**src/rtl/kbdm_pkg.sv**
```systemverilog
package kbdm_pkg;

    localparam int CODE_W = 8;
    localparam int ROW_W  = 3;
    localparam int COL_W  = 4;

    // Event code layout: release flag on top, then row, then column.
    typedef struct packed {
        logic             rel;
        logic [ROW_W-1:0] row;
        logic [COL_W-1:0] col;
    } key_evt_t;

endpackage

```
**src/rtl/kbdm_event_queue.sv**
```systemverilog
module kbdm_event_queue #(
    parameter int DEPTH       = 16,       // power of two
    parameter int CODE_W      = 8,
    parameter int TICK_CYCLES = 1562500
) (
    input  logic              clk,
    input  logic              rst_n,
    input  logic              push_valid_i,
    input  logic [CODE_W-1:0] push_code_i,
    output logic              pop_valid_o,
    output logic [CODE_W-1:0] pop_code_o,
    output logic              overflow_o
);

    localparam int PTR_W = $clog2(DEPTH);
    localparam int CNT_W = $clog2(DEPTH + 1);
    localparam int TCW   = (TICK_CYCLES > 1) ? $clog2(TICK_CYCLES) : 1;

    typedef struct packed {
        logic [DEPTH-1:0][CODE_W-1:0] mem;
        logic [PTR_W-1:0]             rd_ptr;
        logic [CNT_W-1:0]             count;
        logic [TCW-1:0]               tick_cnt;
        logic                         overflow;
    } q_state_t;

    q_state_t st_d, st_q;
    logic tick, full, push, pop;
    logic [PTR_W-1:0] wr_ptr;

    always_comb begin
        tick   = (st_q.tick_cnt == TCW'(TICK_CYCLES - 1));
        full   = (st_q.count == CNT_W'(DEPTH));
        pop    = tick && (st_q.count != '0);
        push   = push_valid_i && !full;
        wr_ptr = st_q.rd_ptr + PTR_W'(st_q.count);

        st_d = st_q;
        st_d.tick_cnt = tick ? '0 : st_q.tick_cnt + TCW'(1);
        if (push) begin
            st_d.mem[wr_ptr] = push_code_i;
        end
        if (pop) begin
            st_d.rd_ptr = st_q.rd_ptr + PTR_W'(1);
        end
        st_d.count = st_q.count + CNT_W'(push) - CNT_W'(pop);
        if (push_valid_i && full) begin
            st_d.overflow = 1'b1;
        end
    end

    always_ff @(posedge clk) begin
        if (!rst_n) begin
            st_q <= '0;
        end else begin
            st_q <= st_d;
        end
    end

    assign pop_valid_o = pop;
    assign pop_code_o  = st_q.mem[st_q.rd_ptr];
    assign overflow_o  = st_q.overflow;

    p_count_bound_r5: assert property (@(posedge clk) disable iff (!rst_n)
        st_q.count <= CNT_W'(DEPTH));

    p_overflow_sticky_r5: assert property (@(posedge clk) disable iff (!rst_n)
        overflow_o |=> overflow_o);

    p_drop_sets_flag_r5: assert property (@(posedge clk) disable iff (!rst_n)
        (push_valid_i && st_q.count == CNT_W'(DEPTH)) |=> overflow_o);

    p_single_pop_r4: assert property (@(posedge clk) disable iff (!rst_n)
        (st_q.count < $past(st_q.count)) |-> (($past(st_q.count) - st_q.count) == CNT_W'(1)));

    p_pop_restarts_tick_r4: assert property (@(posedge clk) disable iff (!rst_n)
        pop_valid_o |=> (st_q.tick_cnt == '0));

endmodule

```
**src/rtl/kbdm_key_state.sv**
```systemverilog
module kbdm_key_state
    import kbdm_pkg::*;
#(
    parameter int ROWS     = 7,
    parameter int COLS     = 11,
    parameter int SPECIALS = 5
) (
    input  logic                      clk,
    input  logic                      rst_n,
    input  logic                      apply_valid_i,
    input  logic [CODE_W-1:0]         apply_code_i,
    input  logic [SPECIALS-1:0]       special_inv_i,
    input  logic                      restore_i,
    output logic [ROWS-1:0][COLS-1:0] held_o,
    output logic [SPECIALS-1:0]       special_o
);

    typedef struct packed {
        logic [ROWS-1:0][COLS-1:0] held;
        logic [SPECIALS-1:0]       special;
    } ks_state_t;

    ks_state_t st_d, st_q;
    key_evt_t  ev;

    always_comb begin
        ev   = key_evt_t'(apply_code_i);
        st_d = st_q;
        if (apply_valid_i) begin
            for (int r = 0; r < ROWS; r++) begin
                for (int c = 0; c < COLS; c++) begin
                    if (int'(ev.row) == r && int'(ev.col) == c) begin
                        st_d.held[r][c] = ~ev.rel;
                    end
                end
            end
            for (int s = 0; s < SPECIALS; s++) begin
                if (int'(ev.row) == ROWS && int'(ev.col) == s) begin
                    st_d.special[s] = ~ev.rel ^ special_inv_i[s];
                end
            end
        end
        if (restore_i) begin
            st_d.held = '0;
        end
    end

    always_ff @(posedge clk) begin
        if (!rst_n) begin
            st_q <= '0;
        end else begin
            st_q <= st_d;
        end
    end

    assign held_o    = st_q.held;
    assign special_o = st_q.special;

    p_restore_clears_r8: assert property (@(posedge clk) disable iff (!rst_n)
        restore_i |=> (held_o == '0));

    p_matrix_hold_r7: assert property (@(posedge clk) disable iff (!rst_n)
        (!apply_valid_i && !restore_i) |=> $stable(held_o));

    p_special_hold_r6: assert property (@(posedge clk) disable iff (!rst_n)
        !apply_valid_i |=> $stable(special_o));

endmodule

```
**src/rtl/kbdm_sense.sv**
```systemverilog
module kbdm_sense #(
    parameter int ROWS = 7,
    parameter int COLS = 11
) (
    input  logic [ROWS-1:0][COLS-1:0] held_i,
    input  logic [COLS-1:0]           strobe_i,
    output logic [ROWS-1:0]           sense_o
);

    for (genvar r = 0; r < ROWS; r++) begin : g_row
        assign sense_o[r] = |(held_i[r] & strobe_i);
    end

endmodule

```
**src/rtl/kbd_matrix_responder.sv**
```systemverilog
module kbd_matrix_responder
    import kbdm_pkg::*;
#(
    parameter int ROWS        = 7,
    parameter int COLS        = 11,
    parameter int SPECIALS    = 5,
    parameter int QDEPTH      = 16,
    parameter int TICK_CYCLES = 1562500
) (
    input  logic                clk,
    input  logic                rst_n,
    input  logic [COLS-1:0]     strobe_i,
    input  logic                evt_valid_i,
    input  logic [CODE_W-1:0]   evt_code_i,
    input  logic [SPECIALS-1:0] special_inv_i,
    input  logic                restore_i,
    output logic [ROWS-1:0]     sense_o,
    output logic [SPECIALS-1:0] special_o,
    output logic                overflow_o
);

    logic                      pop_valid;
    logic [CODE_W-1:0]         pop_code;
    logic [ROWS-1:0][COLS-1:0] held;

    kbdm_event_queue #(
        .DEPTH       (QDEPTH),
        .CODE_W      (CODE_W),
        .TICK_CYCLES (TICK_CYCLES)
    ) u_queue (
        .clk          (clk),
        .rst_n        (rst_n),
        .push_valid_i (evt_valid_i),
        .push_code_i  (evt_code_i),
        .pop_valid_o  (pop_valid),
        .pop_code_o   (pop_code),
        .overflow_o   (overflow_o)
    );

    kbdm_key_state #(
        .ROWS     (ROWS),
        .COLS     (COLS),
        .SPECIALS (SPECIALS)
    ) u_keys (
        .clk           (clk),
        .rst_n         (rst_n),
        .apply_valid_i (pop_valid),
        .apply_code_i  (pop_code),
        .special_inv_i (special_inv_i),
        .restore_i     (restore_i),
        .held_o        (held),
        .special_o     (special_o)
    );

    kbdm_sense #(
        .ROWS (ROWS),
        .COLS (COLS)
    ) u_sense (
        .held_i   (held),
        .strobe_i (strobe_i),
        .sense_o  (sense_o)
    );

    p_no_strobe_quiet_r2: assert property (@(posedge clk) disable iff (!rst_n)
        (strobe_i == '0) |-> (sense_o == '0));

endmodule

```
**config.mk**
```make
export PLATFORM = sky130hd
export DESIGN_NAME = kbd_matrix_responder
export DESIGN_NICKNAME = d
export VERILOG_FILES = /design/src/rtl/kbdm_pkg.sv /design/src/rtl/kbdm_event_queue.sv /design/src/rtl/kbdm_key_state.sv /design/src/rtl/kbdm_sense.sv /design/src/rtl/kbd_matrix_responder.sv
export SDC_FILE = /design/constraint.sdc
export NUM_CORES = 1
export LEC_CHECK = 0
export BUFFER_PORTS_ARGS = -buffer_cell sky130_fd_sc_hd__buf_2
export CAP_MARGIN = 5
export CORE_MARGIN = 2
export CORE_UTILIZATION = 35
export CTS_CLUSTER_SIZE = 16
export DETAILED_ROUTE_END_ITERATION = 12
export PLACE_DENSITY = 0.63
export SLEW_MARGIN = 20
export SYNTH_ARGS = -nofsm -noshare
export SYNTH_HDL_FRONTEND = slang
export SYNTH_SLANG_ARGS = --single-unit
```
**constraint.sdc**
```tcl
create_clock -name clk -period 2.6 [get_ports clk]
set_input_delay 0.52 -clock clk [delete_from_list [all_inputs] [get_ports clk]]
set_output_delay 0.52 -clock clk [all_outputs]
set_load 0.05 [all_outputs]
```
-- Word-level counts from Yosys, hierarchy flattened
Cells that the tools add are included.
- bits in registers: 241
- latch bits: 0
- bits in writable memories: 0
- ROM bits: 0
- input bits: 28
- output and inout port bits: 13
- logic and storage cells: 329
- memories: 0
- add/sub/neg operators: 5
- multipliers: 0
- divide/modulo/power cells: 0
- magnitude comparators: 3
- equality and inequality tests: 19
- shifts and indexed selects: 0
- mux-type cells: 5
- bitwise gates (word level): 14
- reductions and logical operators: 181
- operator list (operator ; number):
    2-bit AND reduction ; 82
    128-bit bitwise mux ; 1
    1-bit logical AND ; 86
    11-bit bitwise AND ; 7
    11-bit OR reduction ; 7
    8-bit binary-select mux with 4-bit select ; 1
    8-bit demux with 4-bit select ; 1
    4-bit equality test (second input constant) ; 7
    21-bit by 1-bit adder with 21-bit output (second input constant) ; 1
    21-bit equality test (second input constant) ; 1
    8-bit 2-to-1 mux ; 2
    3-bit equality test (second input constant) ; 4
    4-bit by 5-bit less-than comparator with 1-bit output (second input constant) ; 2
    4-bit by 3-bit equality test with 1-bit output (second input constant) ; 2
    3-bit by 2-bit equality test with 1-bit output (second input constant) ; 2
    5-bit by 1-bit adder with 5-bit output ; 1
    5-bit equality test (second input constant) ; 1
    5-bit nonzero test ; 1
    5-bit by 1-bit subtractor with 5-bit output ; 1
    1-bit XOR ; 5
    4-bit by 1-bit adder with 4-bit output (second input constant) ; 1
    4-bit adder ; 1
    4-bit by 2-bit equality test with 1-bit output (second input constant) ; 1
    4-bit by 1-bit >= comparator with 1-bit output (second input constant) ; 1
    6 further kinds ; 8

-- Depth between registers and ports, before layout
- depth after elaboration: 6
- gate-level depth with buffers: 12
- depth with buffers taken out: 12

-- By module
A second synthesis with hierarchy kept.
- cell total of the unflattened synthesis: 1141
- area total of the unflattened synthesis: 11549.8 um2
- by module, submodules not included (module ; instances ; cells an instance ; area an instance (um2) ; seq. area each (um2)):
    kbdm_event_queue ; 1 ; 681 ; 7335.8 ; 3183.1
    kbdm_key_state ; 1 ; 417 ; 3847.4 ; 1641.6
    kbdm_sense ; 1 ; 43 ; 366.6 ; 0.0

-- Worst setup path after synthesis
No wires, ideal clock.
- path type: register to register
- start: register u_queue.st_q[25] (netlist name)
- end: register u_queue.st_q[26] (netlist name)
- setup time: 0.116 ns
- arrival: 2.739 ns
- required time: 2.484 ns
- slack: -0.254 ns
- cell stages (with the launch flop): 13
- buffers on the path: 0
- clock period less this slack: 2.854 ns
- path through: dfxtp_1 > inv_1 > ha_1 > nor4b_1 > nor4_1 > ha_1 > inv_1 > ha_1 > fa_1 > a21oi_1 > nor2_1 > or3_1 > and3_1
- elaborated cells on any way between the ends: 7
- those cells by class: 2 x add/sub; 1 x eq/ne; 4 x reduce/logical
- RTL lines (element ; RTL line ; text):
    start: declaration ; kbdm_event_queue.sv:27 ; q_state_t st_d, st_q;
    start signal: assignment ; kbdm_event_queue.sv:56 ; st_q <= st_d;
    5-bit nonzero test ; kbdm_event_queue.sv:34 ; pop = tick && (st_q.count != '0);
    1-bit logical AND ; kbdm_event_queue.sv:34 ;
    net pop_valid ; kbd_matrix_responder.sv:22 ; logic pop_valid;
    5-bit by 1-bit subtractor with 5-bit output ; kbdm_event_queue.sv:46 ; st_d.count = st_q.count + CNT_W'(push) - CNT_W'(pop);
The timed path passes the listed nets, and every way through them passes these cells.
A chain may end at the register's enable or synchronous reset.

-- Worst setup path after layout
- start: register u_queue.st_q[17] (netlist name)
- end: register u_queue.st_q[26] (netlist name)
- cells in the longest elaborated chain, start to end: 3
- RTL lines (element ; RTL line ; text):
    21-bit equality test ; kbdm_event_queue.sv:32 ; tick = (st_q.tick_cnt == TCW'(TICK_CYCLES - 1));
    1-bit logical AND ; kbdm_event_queue.sv:34 ;
    net pop_valid ; kbd_matrix_responder.sv:22 ;
    5-bit by 1-bit subtractor with 5-bit output ; kbdm_event_queue.sv:46 ;
The timed path passes the listed nets, and every way through them passes these cells.

==> metrics.csv <==
metric,value,unit
postSynthAreaPerCell,10.4,um2
crit_arrival,3.02,ns
crit_cells,11,
io_buffers,40,
yosys.area_share.adder,0.0151,
finalClockSkew,0.0137,ns
rsz0062_at_grt,yes,
holdPathStages,3,
cp_common_cell,ha_1,
dp.cells,1637,
grt_max_degree,139,
drt_first_pass_iters,7,
dieArea,35000,um2
fin_crit,2.60,ns
critPathLaunchType,flop,
violations,setup timing,
synth_cell_type_count,52,
grt_pass1_wl,48.4,mm
ff_latch_area,4840,um2
cts_buffers,27,
yosysWarnings,0,
hold-worst-slack,0.269,ns
wire_per_inst,17.8,um
nets,1284,
rr_worst_depth,11,
stdcell_area,14500,um2
gp_congestion,0.817,
start_util,0.353,
cp_num_buf_inv,1,
synthSimpleGateAreaFrac,0.217,
fin_crit_sh,1.00,
tightest_slew,0.601,ns
cts_buffer_depth,3,
syn-num-nets,1166,
cp_top_family,simple AND/OR/NAND/NOR gates,
hold_viol,0,
slowest_stage,dfxtp_2,
root_buffer,clkbuf_16,
run_status,"complete, but fails checks",
hp-class,in -> reg,
synth_area,11700,um2
drc,0,
rows,67,
endpoint_kind,flop,
drt-initial-drc-count,713,
core-area,33300,um2
fmax,384,MHz
cts_tree,done,
synthMuxAreaShare,0.223,
cap_viol_max_count,0,
io_pins,41,
drt.antenna.violating_nets,0,
dr_total_vias,8929,
grtUsageTotal,0.170,
synth-xor-area-share,0.0280,
wirelength,30.4,mm
routed_via_density,5.22,
antenna_found_initial,0,
multi_input_area,6770,um2
finalSetupViolations,1,
path_class,reg -> reg,
syn_inst,1125,
required,3.02,ns
p_per_area,648,nW/um2
synth-compound-area-share,0.0728,
yosysSeqAreaShare,0.411,
place_area,13200,um2
antennaDiodeCount,0,
maxSlewViolCount,0,
p_leak,5.47,nW
syn_to_final_growth,23.5,%
die_y,187,um
gr-total-overflow,0,
dp_hpwl,20.0,mm
dp_worst_setup_slack,-0.137,ns
die_x,187,um
cp_cell_sequence,and4_4 -> nand4_1 -> nor4_2 -> ha_1 -> inv_1 -> ha_1 -> fa_2 -> a21oi_1 -> nor2_1 -> or3_1 -> and3_1,
grt_pass1_vias,8691,
final_cells,1710,
crit_fanout,4,
ir_drop,0.508,mV
synth_seq_cells,241,
slowest_delay,0.36,ns
htreeDepth,1,
clk_pin_slew_worst_paths,0.06,ns
n_fill_cell,3194,
clk_latency,0.53,ns
layout_setup_ws,-0.00233,ns
drive_gt1_frac,0.253,
slew_headroom,0.596,
numClockSinks,241,
synth_top_family_by_area,multiplexers,
==> worst reg2reg max path, cell delays in order, from the launching register on <==
cell	delay, ns
dfxtp_2	0.36
and4_4	0.22
nand4_1	0.12
nor4_2	0.31
ha_1	0.16
inv_1	0.04
ha_1	0.20
fa_2	0.36
a21oi_1	0.16
nor2_1	0.06
or3_1	0.33
and3_1	0.19
==> state kept, by name, summed over array words and instances (netlist names) <==
register            cells
u_queue.st_q          158
u_keys.held_o          77
u_keys.special_o        5
u_queue.overflow_o      1
==> cells in the final DEF, fill, tap and decap left out, drive strengths merged, types with 26 or more instances in the layout <==
cell type | Yosys | routed
nand3 | 28 | 28
mux4 | 32 | 32
o211ai | 30 | 30
nor2b | 138 | 138
nand2 | 144 | 144
clkbuf | 42 | 42
mux2i | 188 | 188
nand4 | 28 | 28
dfxtp | 241 | 241
nor2 | 26 | 26
buf | 31 | 162
==> metrics by stage <==
stage,total power [mW],TNS (ns),util
floorplan,5.03,0,-
global placement,5.61,-0.223,0.395
detailed placement,5.63,-1.20,0.395
CTS,9.39,-0.897,0.427
global route,9.79,-0.938,0.436
finish,9.41,-0.00233,0.436
==> power by group <==
group | internal, mW | total [mW] | leakage [nW] | switching (mW)
clock | 2.16 | 3.68 | 0.424 | 1.52
sequential | 3.81 | 3.88 | 1.95 | 0.0715
combinational | 0.790 | 1.85 | 3.10 | 1.06
==> synthesized netlist by cell type, drive strengths merged <==
cell type / instances / area [um2]
a211oi: 6 / 70.1
a21o: 2 / 15.0
a21oi: 7 / 38.8
a221oi: 14 / 123
a222oi: 7 / 70.1
a22o: 14 / 123
and2: 6 / 37.5
and3: 3 / 18.8
and4: 8 / 70.1
buf: 31 / 211
clkbuf: 42 / 158
dfxtp: 241 / 4820
fa: 2 / 40.0
ha: 11 / 138
inv: 8 / 30.0
mux2: 1 / 11.3
mux2i: 188 / 1880
mux4: 32 / 721
nand2: 144 / 541
nand3: 28 / 155
nand3b: 3 / 22.5
nand4: 28 / 181
nor2: 26 / 97.6
nor2b: 138 / 863
nor3: 15 / 185
nor3b: 3 / 22.5
nor4: 14 / 244
nor4b: 3 / 26.3
nor4bb: 2 / 20.0
o211ai: 30 / 225
o21ai: 5 / 25.0
o31ai: 22 / 165
or2: 1 / 6.26
or3: 5 / 31.3
or3b: 1 / 8.76
or4: 2 / 15.0
xnor2: 11 / 130
xor2: 21 / 199
==> routing by layer <==
| metal | part of all wire | global-route usage | vias to the layer above |
|---|---|---|---|
| li1 | - | - | 4285 |
| met1 | 0.47 | 0.239 | 4390 |
| met2 | 0.46 | 0.277 | 206 |
| met3 | 0.046 | 0.0231 | 48 |
| met4 | 0.023 | 0.0433 | 0 |
| met5 | 0 | 0 | - |
==> cell families (layout without fill, tap and decap cells) <==
kind of cell | after synthesis | in the layout
and+or+nand+nor | 430 | 430
DFF | 241 | 241
muxes | 221 | 221
AOI/OAI and AO/OA | 107 | 107
buffers and inverters | 81 | 218
xor gates and xnor gates | 32 | 32
adders and majority gates | 13 | 13
==> layout make-up <==
type | instances | share of cell area
multi-input cells | 803 | 0.467
flip-flops and latches | 241 | 0.333
repair buffers | 162 | 0.100
clock buffers | 42 | 0.0567
well taps | 448 | 0.0386
clock inverters | 6 | 0.00250
inverters | 8 | 0.00207
==> worst paths after layout <==
| check | to | startpoint | slack, ns |
|---|---|---|---|
| max | u_queue.st_q[26] | u_queue.st_q[17] | -0.002 |
| min | u_queue.overflow_o | evt_valid_i | 0.27 |
| max reg2reg | u_queue.st_q[26] | u_queue.st_q[17] | -0.002 |
| min reg2reg | u_keys.held_o[10] | u_keys.held_o[10] | 0.46 |
==> timing repair <==
action,4_1_cts,5_1_grt
gates resized for setup,27,50
cloned,1,1
buffers inserted,12,13
pin swaps,13,27
hold buffers,0,0
endpoints found under the setup margin,84,191
(Power assumes the default switching activity.)
